**src/rtl/sd_cmd_pkg.sv**
```systemverilog
package sd_cmd_pkg;
  typedef enum logic [1:0] {
    RESP_R1  = 2'b00,
    RESP_R2  = 2'b01,
    RESP_R37 = 2'b10,
    RESP_RSV = 2'b11
  } resp_kind_e;

  typedef enum logic [2:0] {
    ST_IDLE,
    ST_FRAME,
    ST_POLL,
    ST_TAIL,
    ST_DUMMY
  } eng_state_e;

  localparam logic [7:0] FILL_BYTE = 8'hFF;
  localparam int unsigned FRAME_BYTES = 6;
endpackage

```
**src/rtl/sd_crc7_step.sv**
```systemverilog
module sd_crc7_step #(
  parameter logic [7:0] POLY = 8'h89
) (
  input  logic [7:0] crc_i,
  input  logic [7:0] data_i,
  output logic [7:0] crc_o
);
  logic [7:0] stage [0:8];

  assign stage[0] = crc_i ^ data_i;

  for (genvar i = 0; i < 8; i++) begin : g_bit
    logic [7:0] mixed;
    assign mixed        = stage[i][7] ? (stage[i] ^ POLY) : stage[i];
    assign stage[i+1]   = {mixed[6:0], 1'b0};
  end

  assign crc_o = stage[8];
endmodule

```
**src/rtl/sd_byte_counter.sv**
```systemverilog
module sd_byte_counter #(
  parameter int unsigned LIMIT = 8
) (
  input  logic clk_i,
  input  logic rst_ni,
  input  logic clr_i,
  input  logic inc_i,
  output logic last_o
);
  localparam int unsigned W = $clog2(LIMIT + 1);
  localparam logic [W-1:0] LAST = W'(LIMIT - 1);

  logic [W-1:0] cnt_q;

  always_ff @(posedge clk_i or negedge rst_ni) begin
    if (!rst_ni)    cnt_q <= '0;
    else if (clr_i) cnt_q <= '0;
    else if (inc_i) cnt_q <= cnt_q + 1'b1;
  end

  assign last_o = (cnt_q == LAST);

  // count never passes the last slot of the window
  p_cnt_bound_r5: assert property (@(posedge clk_i) disable iff (!rst_ni)
    cnt_q <= LAST);
endmodule

```
**src/rtl/sd_cmd_engine.sv**
```systemverilog
module sd_cmd_engine
  import sd_cmd_pkg::*;
#(
  parameter int unsigned POLL_LIMIT  = 1000,
  parameter int unsigned DUMMY_BYTES = 8,
  parameter logic [7:0]  CRC_POLY    = 8'h89
) (
  input  logic        clk_i,
  input  logic        rst_ni,
  input  logic        start_i,
  input  logic [5:0]  cmd_idx_i,
  input  logic [31:0] cmd_arg_i,
  input  logic [1:0]  resp_kind_i,
  output logic        busy_o,
  output logic        done_o,
  output logic [7:0]  r1_o,
  output logic [31:0] resp_o,
  output logic        timeout_o,
  output logic        spi_req_o,
  output logic [7:0]  spi_tx_o,
  input  logic        spi_ack_i,
  input  logic [7:0]  spi_rx_i
);
  localparam logic [2:0] LAST_FRAME = 3'(FRAME_BYTES - 1);

  eng_state_e  state_q;
  resp_kind_e  kind_q;
  logic [39:0] frame_q;
  logic [7:0]  crc_q, crc_nxt;
  logic [2:0]  step_q;
  logic [7:0]  r1_q;
  logic [31:0] resp_q;
  logic        timeout_q, done_q;
  logic        xfer, poll_last, dummy_last;
  logic        in_poll, in_dummy;
  logic [2:0]  tail_last;
  logic        want_tail;

  assign busy_o    = (state_q != ST_IDLE);
  assign spi_req_o = busy_o;
  assign xfer      = spi_req_o & spi_ack_i;
  assign in_poll   = (state_q == ST_POLL);
  assign in_dummy  = (state_q == ST_DUMMY);

  always_comb begin
    spi_tx_o = FILL_BYTE;
    if (state_q == ST_FRAME)
      spi_tx_o = (step_q == LAST_FRAME) ? {crc_q[7:1], 1'b1} : frame_q[39:32];
  end

  sd_crc7_step #(.POLY(CRC_POLY)) u_crc (
    .crc_i (crc_q),
    .data_i(frame_q[39:32]),
    .crc_o (crc_nxt)
  );

  sd_byte_counter #(.LIMIT(POLL_LIMIT)) u_poll_cnt (
    .clk_i (clk_i),
    .rst_ni(rst_ni),
    .clr_i (!in_poll),
    .inc_i (in_poll & xfer & !poll_last),
    .last_o(poll_last)
  );

  sd_byte_counter #(.LIMIT(DUMMY_BYTES)) u_dummy_cnt (
    .clk_i (clk_i),
    .rst_ni(rst_ni),
    .clr_i (!in_dummy),
    .inc_i (in_dummy & xfer & !dummy_last),
    .last_o(dummy_last)
  );

  assign tail_last = (kind_q == RESP_R2) ? 3'd0 : 3'd3;
  assign want_tail = (kind_q == RESP_R2) ||
                     ((kind_q == RESP_R37) && (spi_rx_i == 8'h01));

  always_ff @(posedge clk_i or negedge rst_ni) begin
    if (!rst_ni) begin
      state_q   <= ST_IDLE;
      kind_q    <= RESP_R1;
      frame_q   <= '0;
      crc_q     <= '0;
      step_q    <= '0;
      r1_q      <= FILL_BYTE;
      resp_q    <= '0;
      timeout_q <= 1'b0;
      done_q    <= 1'b0;
    end else begin
      done_q <= 1'b0;
      unique case (state_q)
        ST_IDLE: if (start_i) begin
          state_q   <= ST_FRAME;
          kind_q    <= resp_kind_e'(resp_kind_i);
          frame_q   <= {2'b01, cmd_idx_i, cmd_arg_i};
          crc_q     <= '0;
          step_q    <= '0;
          r1_q      <= FILL_BYTE;
          resp_q    <= '0;
          timeout_q <= 1'b0;
        end
        ST_FRAME: if (xfer) begin
          if (step_q == LAST_FRAME) begin
            state_q <= ST_POLL;
            step_q  <= '0;
          end else begin
            frame_q <= {frame_q[31:0], 8'h00};
            crc_q   <= crc_nxt;
            step_q  <= step_q + 3'd1;
          end
        end
        ST_POLL: if (xfer) begin
          // a valid byte on the final poll wins over timeout
          if (!spi_rx_i[7]) begin
            r1_q    <= spi_rx_i;
            state_q <= want_tail ? ST_TAIL : ST_DUMMY;
          end else if (poll_last) begin
            timeout_q <= 1'b1;
            state_q   <= ST_DUMMY;
          end
        end
        ST_TAIL: if (xfer) begin
          resp_q <= (kind_q == RESP_R2) ? {16'h0, r1_q, spi_rx_i}
                                        : {resp_q[23:0], spi_rx_i};
          if (step_q == tail_last) state_q <= ST_DUMMY;
          else                     step_q  <= step_q + 3'd1;
        end
        ST_DUMMY: if (xfer && dummy_last) begin
          state_q <= ST_IDLE;
          done_q  <= 1'b1;
        end
        default: state_q <= ST_IDLE;
      endcase
    end
  end

  assign done_o    = done_q;
  assign r1_o      = r1_q;
  assign resp_o    = resp_q;
  assign timeout_o = timeout_q;

  p_tx_hold_r2: assert property (@(posedge clk_i) disable iff (!rst_ni)
    (spi_req_o && !spi_ack_i) |=> $stable(spi_tx_o));
  p_busy_from_start_r1: assert property (@(posedge clk_i) disable iff (!rst_ni)
    $rose(busy_o) |-> $past(start_i));
  p_r1_valid_r4: assert property (@(posedge clk_i) disable iff (!rst_ni)
    (done_o && !timeout_o) |-> !r1_o[7]);
  p_timeout_ff_r5: assert property (@(posedge clk_i) disable iff (!rst_ni)
    timeout_o |-> (r1_o == 8'hFF && resp_o == 32'h0));
  p_done_idle_r8: assert property (@(posedge clk_i) disable iff (!rst_ni)
    done_o |-> !busy_o);
  p_done_pulse_r8: assert property (@(posedge clk_i) disable iff (!rst_ni)
    done_o |=> !done_o);
endmodule

```
**config.mk**
```make
export PLATFORM = sky130hd
export DESIGN_NAME = sd_cmd_engine
export DESIGN_NICKNAME = d
export VERILOG_FILES = /design/src/rtl/sd_cmd_pkg.sv /design/src/rtl/sd_crc7_step.sv /design/src/rtl/sd_byte_counter.sv /design/src/rtl/sd_cmd_engine.sv
export SDC_FILE = /design/constraint.sdc
export NUM_CORES = 1
export LEC_CHECK = 0
export BUFFER_PORTS_ARGS = -buffer_cell sky130_fd_sc_hd__buf_2
export CAP_MARGIN = 20
export CORE_AREA = 2 2 92 130
export CTS_CLUSTER_SIZE = 16
export DETAILED_ROUTE_END_ITERATION = 8
export DIE_AREA = 0 0 94 132
export PLACE_DENSITY = 0.75
export SETUP_SLACK_MARGIN = 0.05
export SYNTH_ARGS = -nofsm -noshare
export SYNTH_HDL_FRONTEND = slang
export SYNTH_HIERARCHICAL = 1
export SYNTH_SLANG_ARGS = --single-unit
export TNS_END_PERCENT = 20
```
**constraint.sdc**
```tcl
create_clock -name clk_i -period 3.05 [get_ports clk_i]
set_input_delay 0.61 -clock clk_i [delete_from_list [all_inputs] [get_ports clk_i]]
set_output_delay 0.61 -clock clk_i [all_outputs]
set_load 0.1 [all_outputs]
```
# Word level (Yosys, flattened, before mapping)
# Cells that the tools add are included.
# W data, S select, Z words.
# classes
addsub,3
n_eq_ne,26
n_mux,55
bitwise_logic,14
reduce_logical,18
# ops
cell,count
$mux W40,3
$mux W32,3
$pmux W40 S2,1
$mux W8,8
$pmux W32 S2,1
$mux W3,15
$mux W4,10
$pmux W8 S2,2
$mux W10,2
$ne A2 B2 Y1 const B,10
$not A2 Y2,8
$pmux W3 S5,1
$add A10 B1 Y10 const B,1
$eq A10 B10 Y1 const B,1
$reduce_and A5 Y1,2
$pmux W3 S3,1
$eq A8 B1 Y1 const B,1
$ne A2 B1 Y1 const B,4
$reduce_and A4 Y1,2
$reduce_and A8 Y1,1
$xor A8 B8 Y8,1
$eq A3 B2 Y1 const B,2
$eq A3 B3 Y1 const B,2
$mux W1,6
19 further kinds,28
# word_totals
reg_bits,112
in_bits,52
output_inout_bits,52
elab_cells,127

# Longest topological paths before layout
# depth
word_depth,20
ltp_mapped,11
ltp_nobuf,8

# Cells and area by module
# Netlist, hierarchy kept.
# modules_own_cells
mod,instances,cells_each,area_each_um2
sd_cmd_engine,1,462,4566.9
sd_byte_counter (u_poll_cnt),1,51,526.8
sd_crc7_step,1,17,249.0
sd_byte_counter (u_dummy_cnt),1,18,200.2

# Least setup slack after synthesis
# No wires, ideal clock.
# synth_timing
path_kind,flip-flop to output port
from,register state_q[0]
to,output port spi_tx_o[1]
t_arrival_ns,1.903
setup_slack_ns,0.537
stages_incl_launch_ff,7
path_buffers,3
path_cell_list,dfrtp_1 buf_2 and2b_1 nor2b_1 buf_2 buf_2 nand3_1
# synth_between
elab_chain_cells,2
# synth_lines
element,line_no,rtl
from (decl),sd_cmd_engine.sv:26,eng_state_e state_q;
from (signal assigned),sd_cmd_engine.sv:115,state_q <= want_tail ? ST_TAIL : ST_DUMMY;
$eq A3 B1 Y1,sd_cmd_engine.sv:47,if (state_q == ST_FRAME)
$mux W8,sd_cmd_engine.sv:47,
to (decl),sd_cmd_engine.sv:20,"output logic [7:0] spi_tx_o,"
# No other way between the ends.

# Worst setup path in the final report
# layout_timing
from,register state_q[2]
to,output port spi_tx_o[0]
# The elaborated chain is that of the path after synthesis.

==> metrics.md <==
| Metric | Value |
|---|---|
| First-pass GRT wire length | `~20000 um` |
| Iteration-0 DRC count of the detailed router | `172` |
| Final Max Tran Viols | `0` |
| Crit path buffers/inverters | `1` |
| Final hold vios | `0` |
| Buffer depth of the longest clock path | `2` |
| Area occupied by multi-input gates | `2480 sq um` |
| Chip width | `around 94 um` |
| CP cell instances | `and2b_1, nor2b_4, nand2_1, or2_2, buf_2` |
| Crit. End Element | `primary output` |
| GP Congestion | `just over 0.8` |
| # IOs | `roughly 100` |
| Synth Area in XOR/XNOR | `roughly 5.1%` |
| Mux cell area share after synthesis | `8.31%` |
| Hpwl dp | `8770 um` |
| Grt met1 use | `approximately 25%` |
| #FFs+latches synth | `112` |
| Tcrit/Tclk final | `around 94%` |
| Post-synth EDFFs | `0` |
| Crit path DAT | `about 2.2 ns` |
| # DRC | `0` |
| CP Launch Type | `flop` |
| CP Depth | `5` |
| M3 GR Usage | `3.14%` |
| Site Rows | `between 40 and 50` |
| Max-cap violations | `0` |
| Drt wl/cell | `between 15 and 20 um` |
| Die area | `between 10000 and 15000 sq um` |
| Worst-Margin Slew | `approximately 0.68 ns` |
| Worst r2r src | `state_q[2]` |
| Fill cells | `slightly above 1000` |
| Crit Path Category | `flop to primary output` |
| Core Area | `around 11000 sq um` |
| First-pass DRT Iterations | `5` |
| GR peak layer | `met2` |
| Layout Skew | `just over 0.01 ns` |
| Worst R2R Setup Slack | `about 0.64 ns` |
| Cell taking the most area after synthesis | `dfrtp_1` |
| Global route total overflow | `0` |
| Final nets | `~690` |
| RSZ-0062 raised after global routing | `no` |
| Antenna Diode Count | `0` |
| Max incr delay on CP | `between 0.5 and 0.6 ns` |
| Post-synthesis area per instance | `10.1 sq um` |
| R2R cell count | `5` |
| Final wirelength | `between 10000 and 15000 um` |
| Worst-path fanout max | `14` |
| Initial antenna violation count | `0` |
| Relative max-transition margin | `a little over half` |
| Max H-tree Level | `3` |
| Root buf cell | `clkbuf_16` |
| Synth top area cells | `dfrtp_1, nand2_1, mux2i_1, dfstp_2, o21ai_0` |
| CP max stage cell | `dfrtp_1` |
| Critical path required time | `2.44 ns` |
| Via count | `around 4200` |
| Largest family of logic cells by synthesized area | `simple AND/OR/NAND/NOR gates` |
| Cells after Synth | `around 550` |
| Fmax | `around 350 MHz` |
| CTS tree | `built` |
| Synth top area share | `a little under half` |
| Clk sink count | `between 100 and 150` |
| Layout cell share with drive strength beyond 1 | `around a quarter` |
| Worst min path class | `input pin to asynchronous set/reset pin` |
| Syn_nets | `604` |
| Tmin final | `between 2 and 3 ns` |
| M2 GR Usage | `between 30 and 40%` |
| GRT Total Usage | `between 20% and 30%` |
| Compound-Gate Fraction of Synth Area | `approximately 14%` |
| R2r endpoint | `crc_q[2]` |
| Initial Util | `about 49%` |
| CP top delay family | `simple AND/OR/NAND/NOR gates` |
| Routed vias/inst | `around 5.4` |
| Clock slew at reported path FFs | `0.07 ns` |
| Simple-Gate Fraction of Synth Area | `between 10% and 20%` |
| Total number of yosys warnings | `6` |
| Register area | `around 2800 sq um` |
| Number of global-route vias before repair | `between 4000 and 5000` |
| Area share of fa/ha/maj cells after synthesis | `0.903%` |
| Final Setup Violations | `0` |
| Largest net degree at the start of global routing | `65` |
| Inserted Clock Buffers | `9` |
| Clk_lat worst skew | `approximately 0.35 ns` |
| Hold Buf Count CTS | `0` |
| Synth unique cells | `58` |
| Status | `finished, final reports clean` |
| Post-synth top flop | `dfrtp_1` |
| PortBufs | `103` |
| Routed Antenna Nets | `0` |
| Area growth syn-to-layout | `16.3%` |
| Setup Buffers After CTS | `0` |
| Setup TNS | `0 ns` |
| Post-synth ARST share | `100%` |
| Sequential fraction of the synthesis area | `about half` |
| Mapped Area | `between 5000 and 6000 sq um` |
| Chip height | `132 um` |
| # resized after CTS | `0` |
cell families (layout without fill, tap and decap cells):
kind of cell | count (synthesis) | after routing
AO/OA/AOI/OAI | 119 | 119
flip-flops | 112 | 112
buffers and inverters | 44 | 136
adder cells (fa/ha/maj) | 4 | 4
other | 1 | 1
multiplexers | 45 | 45
AND/OR/NAND/NOR | 203 | 203
XOR/XNOR | 20 | 20
final cells by class:
class | instances | share of cell area (%)
Clock inverter | 6 | 1.49
Tap cell | 144 | 2.80
Inverter | 6 | 0.349
Multi-Input combinational cell | 392 | 38.5
Sequential cell | 112 | 43.6
Timing Repair Buffer | 114 | 9.51
Clock buffer | 10 | 3.71
sequential cells by signal, indices dropped and copies added (netlist names):
name               flops
frame_q               40
resp_o                32
u_poll_cnt/cnt_q      10
crc_q                  8
r1_o                   8
u_dummy_cnt/cnt_q      4
state_q                3
step_q                 3
kind_q                 2
done_o                 1
timeout_o              1
cell usage in the layout (no fill, tap or decap), drive strengths merged, types with 2 or more instances in the layout:
cell type and count:
a21oi 10, a22o 17, a32o 2, a32oi 2, and3 2, buf 114, bufinv 2, clkbuf 10
dfrtp 104, dfstp 8, ha 4, inv 9, mux2 5, mux2i 40, nand2 122, nand2b 3
nand3 13, nand3b 2, nand4 4, nor2 31, nor2b 5, nor3 4, nor3b 2, o211ai 2
o21ai 65, o31ai 12, or3 3, or4 4, xnor2 10, xnor3 5, xor2 5
metrics by stage:
stage | cells | setup WS [ns] | hold WS (ns) | util, % | cell area (sq um)
2_1_floorplan | 548 | 0.537 | 0.314 | - | 5540
3_3_place_gp | 768 | 0.640 | 0.456 | 54.4 | 6110
3_5_place_dp | 768 | 0.589 | 0.465 | 54.4 | 6110
4_1_cts | 784 | 0.204 | 0.328 | 57.4 | 6450
5_1_grt | 784 | 0.0666 | 0.357 | 57.4 | 6450
6_report | 784 | 0.196 | 0.298 | 57.4 | 6450
how the worst max path moves through the flow:
| stage | from | endpoint | slack (ns) |
|---|---|---|---|
| after detailed placement | state_q[2] | spi_tx_o[0] | 0.59 |
| after floorplan | state_q[0] | spi_tx_o[1] | 0.54 |
| final | state_q[2] | spi_tx_o[0] | 0.20 |
| after global routing | state_q[2] | spi_tx_o[0] | 0.07 |
| after CTS | state_q[2] | spi_tx_o[0] | 0.20 |
| after global placement | state_q[2] | spi_tx_o[0] | 0.64 |
cell usage after synthesis, types with 6 or more instances:
master,instances
nand2_1,122
dfrtp_1,104
mux2i_1,40
o21ai_0,34
nor2_1,31
o21ai_1,31
a22o_1,17
buf_2,17
nand3_1,12
o31ai_1,12
a21oi_1,9
buf_6,8
dfstp_2,8
clkbuf_1,7
inv_1,6
layer usage:
layer | up-vias | share of wire (%)
li1 | 2071 | -
met1 | 2002 | 42
met2 | 109 | 51
met3 | 34 | 4.2
met4 | 0 | 3.4
met5 | - | 0
Power is left out: the tool's default activity adds up to more than one toggle a clock period on the data nets, which glitch-free logic cannot reach.
